## config.mk

```make
export PLATFORM = sky130hd
export DESIGN_NAME = dacRefreshSeq
export DESIGN_NICKNAME = d
export VERILOG_FILES = /design/src/rtl/dacRefreshPkg.sv /design/src/rtl/dacRefreshCtrl.sv /design/src/rtl/dacRefreshDp.sv /design/src/rtl/dacRefreshSeq.sv
export SDC_FILE = /design/constraint.sdc
export NUM_CORES = 1
export LEC_CHECK = 0
export BUFFER_PORTS_ARGS = -buffer_cell sky130_fd_sc_hd__buf_4
export CORE_ASPECT_RATIO = 2
export CORE_MARGIN = 10
export CORE_UTILIZATION = 45
export CTS_CLUSTER_SIZE = 8
export DETAILED_ROUTE_END_ITERATION = 8
export PLACE_DENSITY_LB_ADDON = 0.12
export RECOVER_POWER = 25
export SYNTH_ARGS = -nofsm -noshare
export SYNTH_HDL_FRONTEND = slang
export SYNTH_HIERARCHICAL = 1
export SYNTH_SLANG_ARGS = --single-unit
```

## constraint.sdc

```tcl
create_clock -name clk -period 3.7 [get_ports clk]
set_clock_uncertainty 0.05 [all_clocks]
set_input_delay 0.925 -clock clk [delete_from_list [all_inputs] [get_ports clk]]
set_output_delay 0.925 -clock clk [all_outputs]
set_load 0.005 [all_outputs]
```

## src/rtl/dacRefreshPkg.sv

```systemverilog
package dacRefreshPkg;

  typedef enum logic [2:0] {
    ST_RDHI,
    ST_RDLO,
    ST_SETTLE,
    ST_GATE,
    ST_GUARD,
    ST_WRITE,
    ST_DEAD
  } seqState_t;

  // strobes from control to datapath
  typedef struct packed {
    logic rdLo;      // address the low half of the channel
    logic hiStb;     // capture high half into DAC register
    logic loStb;     // capture low half, move mux address
    logic gateOpen;  // demultiplexer enabled
    logic advance;   // step to next channel
    logic ramWe;     // write cycle
  } seqStb_t;

endpackage

```

## src/rtl/dacRefreshCtrl.sv

```systemverilog
module dacRefreshCtrl
  import dacRefreshPkg::*;
#(
  parameter int READ_CYC   = 14,
  parameter int SETTLE_CYC = 50,
  parameter int GATE_CYC   = 100,
  parameter int GUARD_CYC  = 4,
  parameter int DEAD_CYC   = 8
) (
  input  logic    clk,
  input  logic    rstN,
  input  logic    wrReq,
  output seqStb_t stb
);

  localparam int MAX_AB = (READ_CYC > SETTLE_CYC) ? READ_CYC : SETTLE_CYC;
  localparam int MAX_CD = (GATE_CYC > GUARD_CYC) ? GATE_CYC : GUARD_CYC;
  localparam int MAX_ABCD = (MAX_AB > MAX_CD) ? MAX_AB : MAX_CD;
  localparam int MAX_ALL = (MAX_ABCD > DEAD_CYC) ? MAX_ABCD : DEAD_CYC;
  localparam int CNT_W = $clog2(MAX_ALL + 1);

  localparam logic [CNT_W-1:0] RD_LAST  = CNT_W'(READ_CYC - 1);
  localparam logic [CNT_W-1:0] ST_LAST  = CNT_W'(SETTLE_CYC - 1);
  localparam logic [CNT_W-1:0] GT_LAST  = CNT_W'(GATE_CYC - 1);
  localparam logic [CNT_W-1:0] GD_LAST  = CNT_W'(GUARD_CYC - 1);
  localparam logic [CNT_W-1:0] DD_LAST  = CNT_W'(DEAD_CYC - 1);

  seqState_t curState, nextState;
  logic [CNT_W-1:0] phaseCnt;
  logic [CNT_W-1:0] lastCnt;
  logic phaseDone;

  always_comb begin
    unique case (curState)
      ST_RDHI, ST_RDLO: lastCnt = RD_LAST;
      ST_SETTLE:        lastCnt = ST_LAST;
      ST_GATE:          lastCnt = GT_LAST;
      ST_GUARD:         lastCnt = GD_LAST;
      ST_DEAD:          lastCnt = DD_LAST;
      default:          lastCnt = '0;
    endcase
  end

  assign phaseDone = (phaseCnt == lastCnt);

  always_comb begin
    nextState = curState;
    stb = '0;
    unique case (curState)
      ST_RDHI: begin
        if (wrReq) nextState = ST_WRITE;
        else if (phaseDone) begin
          stb.hiStb = 1'b1;
          nextState = ST_RDLO;
        end
      end
      ST_RDLO: begin
        stb.rdLo = 1'b1;
        if (wrReq) nextState = ST_WRITE;
        else if (phaseDone) begin
          stb.loStb = 1'b1;
          nextState = ST_SETTLE;
        end
      end
      ST_SETTLE: begin
        if (wrReq) nextState = ST_WRITE;
        else if (phaseDone) nextState = ST_GATE;
      end
      ST_GATE: begin
        stb.gateOpen = 1'b1;
        if (phaseDone) nextState = ST_GUARD;
      end
      ST_GUARD: begin
        if (wrReq) begin
          stb.advance = 1'b1;
          nextState = ST_WRITE;
        end else if (phaseDone) begin
          stb.advance = 1'b1;
          nextState = ST_RDHI;
        end
      end
      ST_WRITE: begin
        stb.ramWe = 1'b1;
        nextState = ST_DEAD;
      end
      ST_DEAD: begin
        if (phaseDone) nextState = ST_RDHI;
      end
      default: nextState = ST_RDHI;
    endcase
  end

  always_ff @(posedge clk) begin
    if (!rstN) begin
      curState <= ST_RDHI;
      phaseCnt <= '0;
    end else begin
      curState <= nextState;
      phaseCnt <= (nextState != curState) ? '0 : phaseCnt + 1'b1;
    end
  end

  AST_WE_NEEDS_REQ: assert property (@(posedge clk) disable iff (!rstN)
    stb.ramWe |-> $past(wrReq));
  AST_WE_SINGLE: assert property (@(posedge clk) disable iff (!rstN)
    stb.ramWe |=> !stb.ramWe);
  AST_WE_NOT_AFTER_GATE: assert property (@(posedge clk) disable iff (!rstN)
    stb.ramWe |-> !$past(stb.gateOpen));
  AST_HI_NOT_IN_DEAD: assert property (@(posedge clk) disable iff (!rstN)
    stb.ramWe |=> !stb.hiStb && !stb.ramWe);

endmodule

```

## src/rtl/dacRefreshDp.sv

```systemverilog
module dacRefreshDp
  import dacRefreshPkg::*;
#(
  parameter int NUM_CH = 32,
  parameter int DAC_W  = 12,
  parameter int LO_W   = 5,
  localparam int CH_W  = $clog2(NUM_CH),
  localparam int HI_W  = DAC_W - LO_W
) (
  input  logic             clk,
  input  logic             rstN,
  input  seqStb_t          stb,
  input  logic [CH_W:0]    wrAddr,
  input  logic [7:0]       ramRdData,
  output logic [CH_W:0]    ramAddr,
  output logic [DAC_W-1:0] dacReg,
  output logic [CH_W-1:0]  muxAddr,
  output logic             scanWrap
);

  localparam logic [CH_W-1:0] LAST_CH = CH_W'(NUM_CH - 1);

  logic [CH_W-1:0] chan;
  logic unusedRd;

  assign unusedRd = ^ramRdData;
  assign ramAddr = stb.ramWe ? wrAddr : {chan, stb.rdLo};

  always_ff @(posedge clk) begin
    if (!rstN) begin
      chan     <= '0;
      scanWrap <= 1'b0;
    end else begin
      scanWrap <= stb.advance && (chan == LAST_CH);
      if (stb.advance) chan <= (chan == LAST_CH) ? '0 : chan + 1'b1;
    end
  end

  always_ff @(posedge clk) begin
    if (!rstN) begin
      dacReg  <= '0;
      muxAddr <= '0;
    end else begin
      if (stb.hiStb) dacReg[DAC_W-1:LO_W] <= ramRdData[HI_W-1:0];
      if (stb.loStb) begin
        dacReg[LO_W-1:0] <= ramRdData[LO_W-1:0];
        muxAddr <= chan;
      end
    end
  end

  AST_MUX_MOVE_INHIBITED: assert property (@(posedge clk) disable iff (!rstN)
    (muxAddr != $past(muxAddr)) |-> (!stb.gateOpen && !$past(stb.gateOpen)));
  AST_MUX_STABLE_OPEN: assert property (@(posedge clk) disable iff (!rstN)
    (stb.gateOpen && $past(stb.gateOpen)) |-> $stable(muxAddr));
  AST_DAC_STABLE_OPEN: assert property (@(posedge clk) disable iff (!rstN)
    (stb.gateOpen && $past(stb.gateOpen)) |-> $stable(dacReg));
  AST_WRAP_AT_ZERO: assert property (@(posedge clk) disable iff (!rstN)
    scanWrap |-> (chan == '0) && ($past(chan) == LAST_CH));

endmodule

```

## src/rtl/dacRefreshSeq.sv

```systemverilog
module dacRefreshSeq
  import dacRefreshPkg::*;
#(
  parameter int NUM_CH     = 32,
  parameter int READ_CYC   = 14,
  parameter int SETTLE_CYC = 50,
  parameter int GATE_CYC   = 100,
  parameter int GUARD_CYC  = 4,
  parameter int DEAD_CYC   = 8,
  localparam int CH_W      = $clog2(NUM_CH)
) (
  input  logic            clk,
  input  logic            rstN,
  input  logic            wrReq,
  input  logic [CH_W:0]   wrAddr,
  input  logic [7:0]      wrData,
  output logic            wrAck,
  output logic [CH_W:0]   ramAddr,
  output logic [7:0]      ramWrData,
  output logic            ramWe,
  input  logic [7:0]      ramRdData,
  output logic            dacHiStb,
  output logic            dacLoStb,
  output logic [11:0]     dacValue,
  output logic [CH_W-1:0] muxAddr,
  output logic            muxInhibit,
  output logic            scanWrap
);

  seqStb_t stb;

  dacRefreshCtrl #(
    .READ_CYC(READ_CYC), .SETTLE_CYC(SETTLE_CYC), .GATE_CYC(GATE_CYC),
    .GUARD_CYC(GUARD_CYC), .DEAD_CYC(DEAD_CYC)
  ) uCtrl (
    .clk(clk), .rstN(rstN), .wrReq(wrReq), .stb(stb)
  );

  dacRefreshDp #(.NUM_CH(NUM_CH), .DAC_W(12), .LO_W(5)) uDp (
    .clk(clk), .rstN(rstN), .stb(stb), .wrAddr(wrAddr),
    .ramRdData(ramRdData), .ramAddr(ramAddr), .dacReg(dacValue),
    .muxAddr(muxAddr), .scanWrap(scanWrap)
  );

  assign ramWrData  = wrData;
  assign ramWe      = stb.ramWe;
  assign wrAck      = stb.ramWe;
  assign dacHiStb   = stb.hiStb;
  assign dacLoStb   = stb.loStb;
  assign muxInhibit = ~stb.gateOpen;

endmodule

```

[Yosys cells after proc, flatten, opt, wreduce, memory -nomap -nowiden]
Index checks and enable logic that the tools add are counted.
Operators by class
  add/sub/neg operators: 2
  eq/ne operators: 9
  muxes and demuxes: 22
  bitwise logic cells: 2
  reduce and logical (&&, ||, !) cells: 4
Operators by type and width (number)
  one-hot mux 7 bit (5 select lines): 1
  two-way mux 3 bit: 9
  one-hot mux 3 bit (7 select lines): 1
  == test 3 bit, second input constant: 3
  two-way mux 1 bit: 9
  adder 7 x 1 -> 7 bit, second input constant: 1
  == test 7 bit: 1
  == test 3 x 2 -> 1 bit, second input constant: 2
  two-way mux 6 bit: 1
  adder 5 x 1 -> 5 bit, second input constant: 1
  == test 5 bit, second input constant: 1
  two-way mux 5 bit: 1
  OR reduction 2 bit: 2
  == test 3 x 1 -> 1 bit, second input constant: 1
  logical NOT 3 bit: 1
  inequality test 3 bit: 1
  inverter 1 bit: 2
  logical AND 1 bit: 1
Word-level totals
  bits in registers: 33
  input port bits: 25
  output and inout bits: 37
  logic and storage cells: 46

[Logic depth before layout (Yosys ltp)]
  word-level depth: 9
  mapped depth: 10
  gate-level depth less buffers: 9

[Cells and area by module]
Netlist, hierarchy kept.
By module, submodules not included
  dacRefreshDp: instances 1, cells an instance 89, area each 975.9 µm², sequential area each 460.4 µm²
  dacRefreshCtrl: instances 1, cells an instance 82, area each 671.9 µm², sequential area each 200.2 µm²
  dacRefreshSeq: instances 1, cells an instance 10, area each 71.3 µm², sequential area each 0.0 µm²

[Worst setup path before layout]
Ideal clock, no wire load.
  path type: reg-to-reg
  start: register uCtrl.phaseCnt[3]
  end: register uDp.chan[3]
  library setup time: 70 ps
  arrival time: 2632 ps
  required time: 3580 ps
  path slack: 948 ps
  stages on the path, launching flop included: 9
  path buffers: 0
  period minus slack after synthesis: 2752 ps
  cell sequence: dfxtp_1 > or4_1 > a32oi_2 > o21ai_2 > nor2b_1 > nor3b_1 > inv_2 > or4_1 > a21boi_1
RTL lines
  start: declaration: line dacRefreshCtrl.sv:29  | logic [CNT_W-1:0] phaseCnt;
  start signal: assignment: line dacRefreshCtrl.sv:99  | phaseCnt <= (nextState != curState) ? '0 : phaseCnt + 1'b1;
  end signal: assignment: line dacRefreshDp.sv:35  | if (stb.advance) chan <= (chan == LAST_CH) ? '0 : chan + 1'b1;
  end: declaration: line dacRefreshDp.sv:23  | logic [CH_W-1:0] chan;

[Worst setup path after layout]
  start: register uCtrl.curState[2]
  end: output port dacHiStb
Between the ends
  word-level cells in the longest chain between the ends: 7
  elaborated cells on any way between the ends: 12
  those cells by class: eq/ne: 6; mux: 4; reduce/logical: 2
Ends and longest elaborated chain
  start: declaration: line dacRefreshCtrl.sv:28  | seqState_t curState, nextState;
  start signal: assignment: line dacRefreshCtrl.sv:98  | curState <= nextState;
  == test 3 x 1 -> 1 bit / logical NOT 3 bit (equally long branches): line dacRefreshCtrl.sv:34, dacRefreshCtrl.sv:49
  OR reduction 2 bit: line dacRefreshCtrl.sv:34  | unique case (curState)
  one-hot mux 7 bit (5 select lines): line dacRefreshCtrl.sv:34
  == test 7 bit: line dacRefreshCtrl.sv:44  | assign phaseDone = (phaseCnt == lastCnt);
  two-way mux 1 bit: line dacRefreshCtrl.sv:52  | else if (phaseDone) begin
  two-way mux 1 bit
  two-way mux 1 bit *: line dacRefreshCtrl.sv:49  | unique case (curState)
  end: declaration: line dacRefreshSeq.sv:22  | output logic dacHiStb,
Mark *: on every way between the ends. The rest lies on a longest branch, timed or not.

==> flow_summary.toml <==
[sta]
hold_violations = 0
tightest_slew_ns = 0.487
setup_ws_ns = 0.387
fmax_mhz = 302
rsz0062_at_grt = "no"
slew_headroom_pct = 67.5
slew_violations = 0
fin_crit_ns = 3.31
hold_ws_ns = 0.445
tns_ns = 0
setup_viol = 0
finalCritPeriodShare_pct = 89.5

[synthesis]
synth_top_cell_area_share_pct = 38.4
synth_area_leader_cell = "dfxtp_1"
ys_seq_elements = 33
ys_warn_count = 6
synthTopCellsByArea = "dfxtp_1 (38%), mux2i_1 (12%), nor2b_1 (8.4%)"
synth_nets = 209
synth.most_common_cell = "dfxtp_1"
async_reset_ff_share_pct = 0
synth_area_sq_mm = 0.00172
synth_edf_count = 0
synth_common_cells = "dfxtp_1 (33), nor2b_1 (23), mux2i_1 (21)"
syn_area_per_cell_sq_um = 9.50
ys_types = 45
syn_inst = 181
ys_seq_area_share_pct = 38.4
ys.flop_type = "dfxtp_1"

[finish]
n_antenna_cell = 0
fin_area_sq_mm = 0.00208
nFillCells = 379
syn_to_final_growth_pct = 21.3
drive_above_1_share_pct = 27.1
utilization_pct = 57.2
nets = 246
finalNonFillerCells = 267

[detailed_routing]
drt_iter0_drc = 50
dr_wl_met2_um = 2400
via_per_inst = 5.36
vias = 1430
dr.pass1.iters = 4
post_drt_wl_per_cell_um = 15.9
drc = 0
drt-met1-wl_um = 1460
top_layer = "met4"
ant_nets = 0
route.final.wire_length_um = 4240
wl_met3_um = 328

[cts]
path_clk_slew_ns = 0.07
cts_hold_buf = 0
postCtsSetupBuffers = 0
cts_tree = "yes"
cts_sinks = 33
cts_resized = 0
htreeDepth = 2
clock_latency_ns = 0.29
cts_root_buffer = "clkbuf_8"
cts_buffers = 5
cts_buffer_depth = 2

[placed_design]
dp.cells = 260
dp_hpwl_um = 3350
place_area_sq_mm = 0.00204
io_buffers = 44
gp_congestion = 0.827
place_ws_ns = 0.728

[power_and_ir_drop]
p_leak_nw = 0.785
power.density_mw_per_mm2 = 368
vdd_drop_max_uv = 277
power_mw = 0.767

[run_status]
status = "completed"

[setup_path]
slowest_delay_ns = 0.62
endpoint_kind = "output pin"
required_ns = 2.72
crit_family = "simple AND/OR/NAND/NOR gates"
cp.arrival_ns = 2.34
path_max_fanout = 15
worstSetupPathType = "flop to output pin"
crit_buf_inv = 1
critPathLaunchType = "flop"
path_cells = "nand2_2 > or4_1 > a32oi_2 > o21ai_2 > nor4b_2 > buf_4"
crit_path_top_delay_cell = "dfxtp_1"

[floorplanning]
start_util_pct = 47.2
num_rows = 31
die_w_um = 63.7
boundaryPins = 62
die_h_um = 107
die_area_sq_mm = 0.00684
fp.coreArea_sq_mm = 0.00365

[grt]
overflow = 0
grt_pass1_wl_um = 7160
antenna_found_initial = 0
grt_usage_pct = 13.0
grt_pass1_vias = 1486
grt_max_degree = 28

[min_path]
hp-class = "flop to flop"

[job]
maxCapViolCount = 0
-- final timing paths --
| path | startpoint | to | slack (ns) | cells after the start |
|---|---|---|---|---|
| setup / recovery | uCtrl/curState[2] | dacHiStb | 0.39 | 6 |
| hold / removal | uCtrl/phaseCnt[0] | uCtrl/phaseCnt[0] | 0.45 | 1 |
| setup reg to reg | uCtrl/curState[2] | uDp/chan[3] | 0.69 | 10 |
| hold reg to reg | uCtrl/phaseCnt[0] | uCtrl/phaseCnt[0] | 0.45 | 1 |
-- cell type report --
type / instances / area (sq um) / share of cell area, %
clock inverter: 1 / 7.51 / 0.360
tap: 49 / 61.3 / 2.94
clock buffer: 6 / 82.6 / 3.96
sequential: 33 / 661 / 31.7
multi-input combinational: 125 / 935 / 44.8
timing repair buffer: 48 / 319 / 15.3
inverter: 5 / 18.8 / 0.900
-- logic make-up after synthesis --
group	count (synthesis)	synth area share (%)
buffers and inverters	23	7.86
XOR/XNOR	6	3.06
adder cells (fa/ha/maj)	3	2.18
flip-flops	33	38.4
AO/OA/AOI/OAI	21	8.08
AND/OR/NAND/NOR	68	24.2
multiplexers	27	16.2
-- state kept, by name, summed over array words and instances, names as in the netlist --
name            flops
uDp/dacReg         12
uCtrl/phaseCnt      7
uDp/chan            5
uDp/muxAddr         5
uCtrl/curState      3
uDp/scanWrap        1
-- cell usage in the layout, fill, tap and decap left out, types with 2 or more instances in the layout --
cell,n
nor2b_1,23
xnor2_1,4
a31oi_1,2
clkbuf_4,6
clkbuf_8,6
nor3b_1,3
ha_1,3
nor2_1,13
inv_1,4
nand2b_1,2
buf_4,31
clkbuf_1,11
or4_1,2
and3b_2,2
xor2_1,2
nand3_1,4
dfxtp_1,33
and3_1,3
mux2i_1,21
o21ai_0,6
a21oi_1,5
nand2_1,2
mux2_2,6
-- layer usage --
| metal | track usage (%) | up-vias |
|---|---|---|
| li1 | - | 690 |
| met1 | 12.1 | 686 |
| met2 | 23.6 | 50 |
| met3 | 6.15 | 4 |
| met4 | 5.19 | 0 |
| met5 | 0 | - |
-- where the power goes --
| group | internal [mW] | switching [mW] | total [mW] |
|---|---|---|---|
| registers | 0.363 | 0.0179 | 0.381 |
| clock network | 0.147 | 0.131 | 0.278 |
| logic | 0.0584 | 0.0493 | 0.108 |
Note: power is estimated with default switching activity, not from simulation.
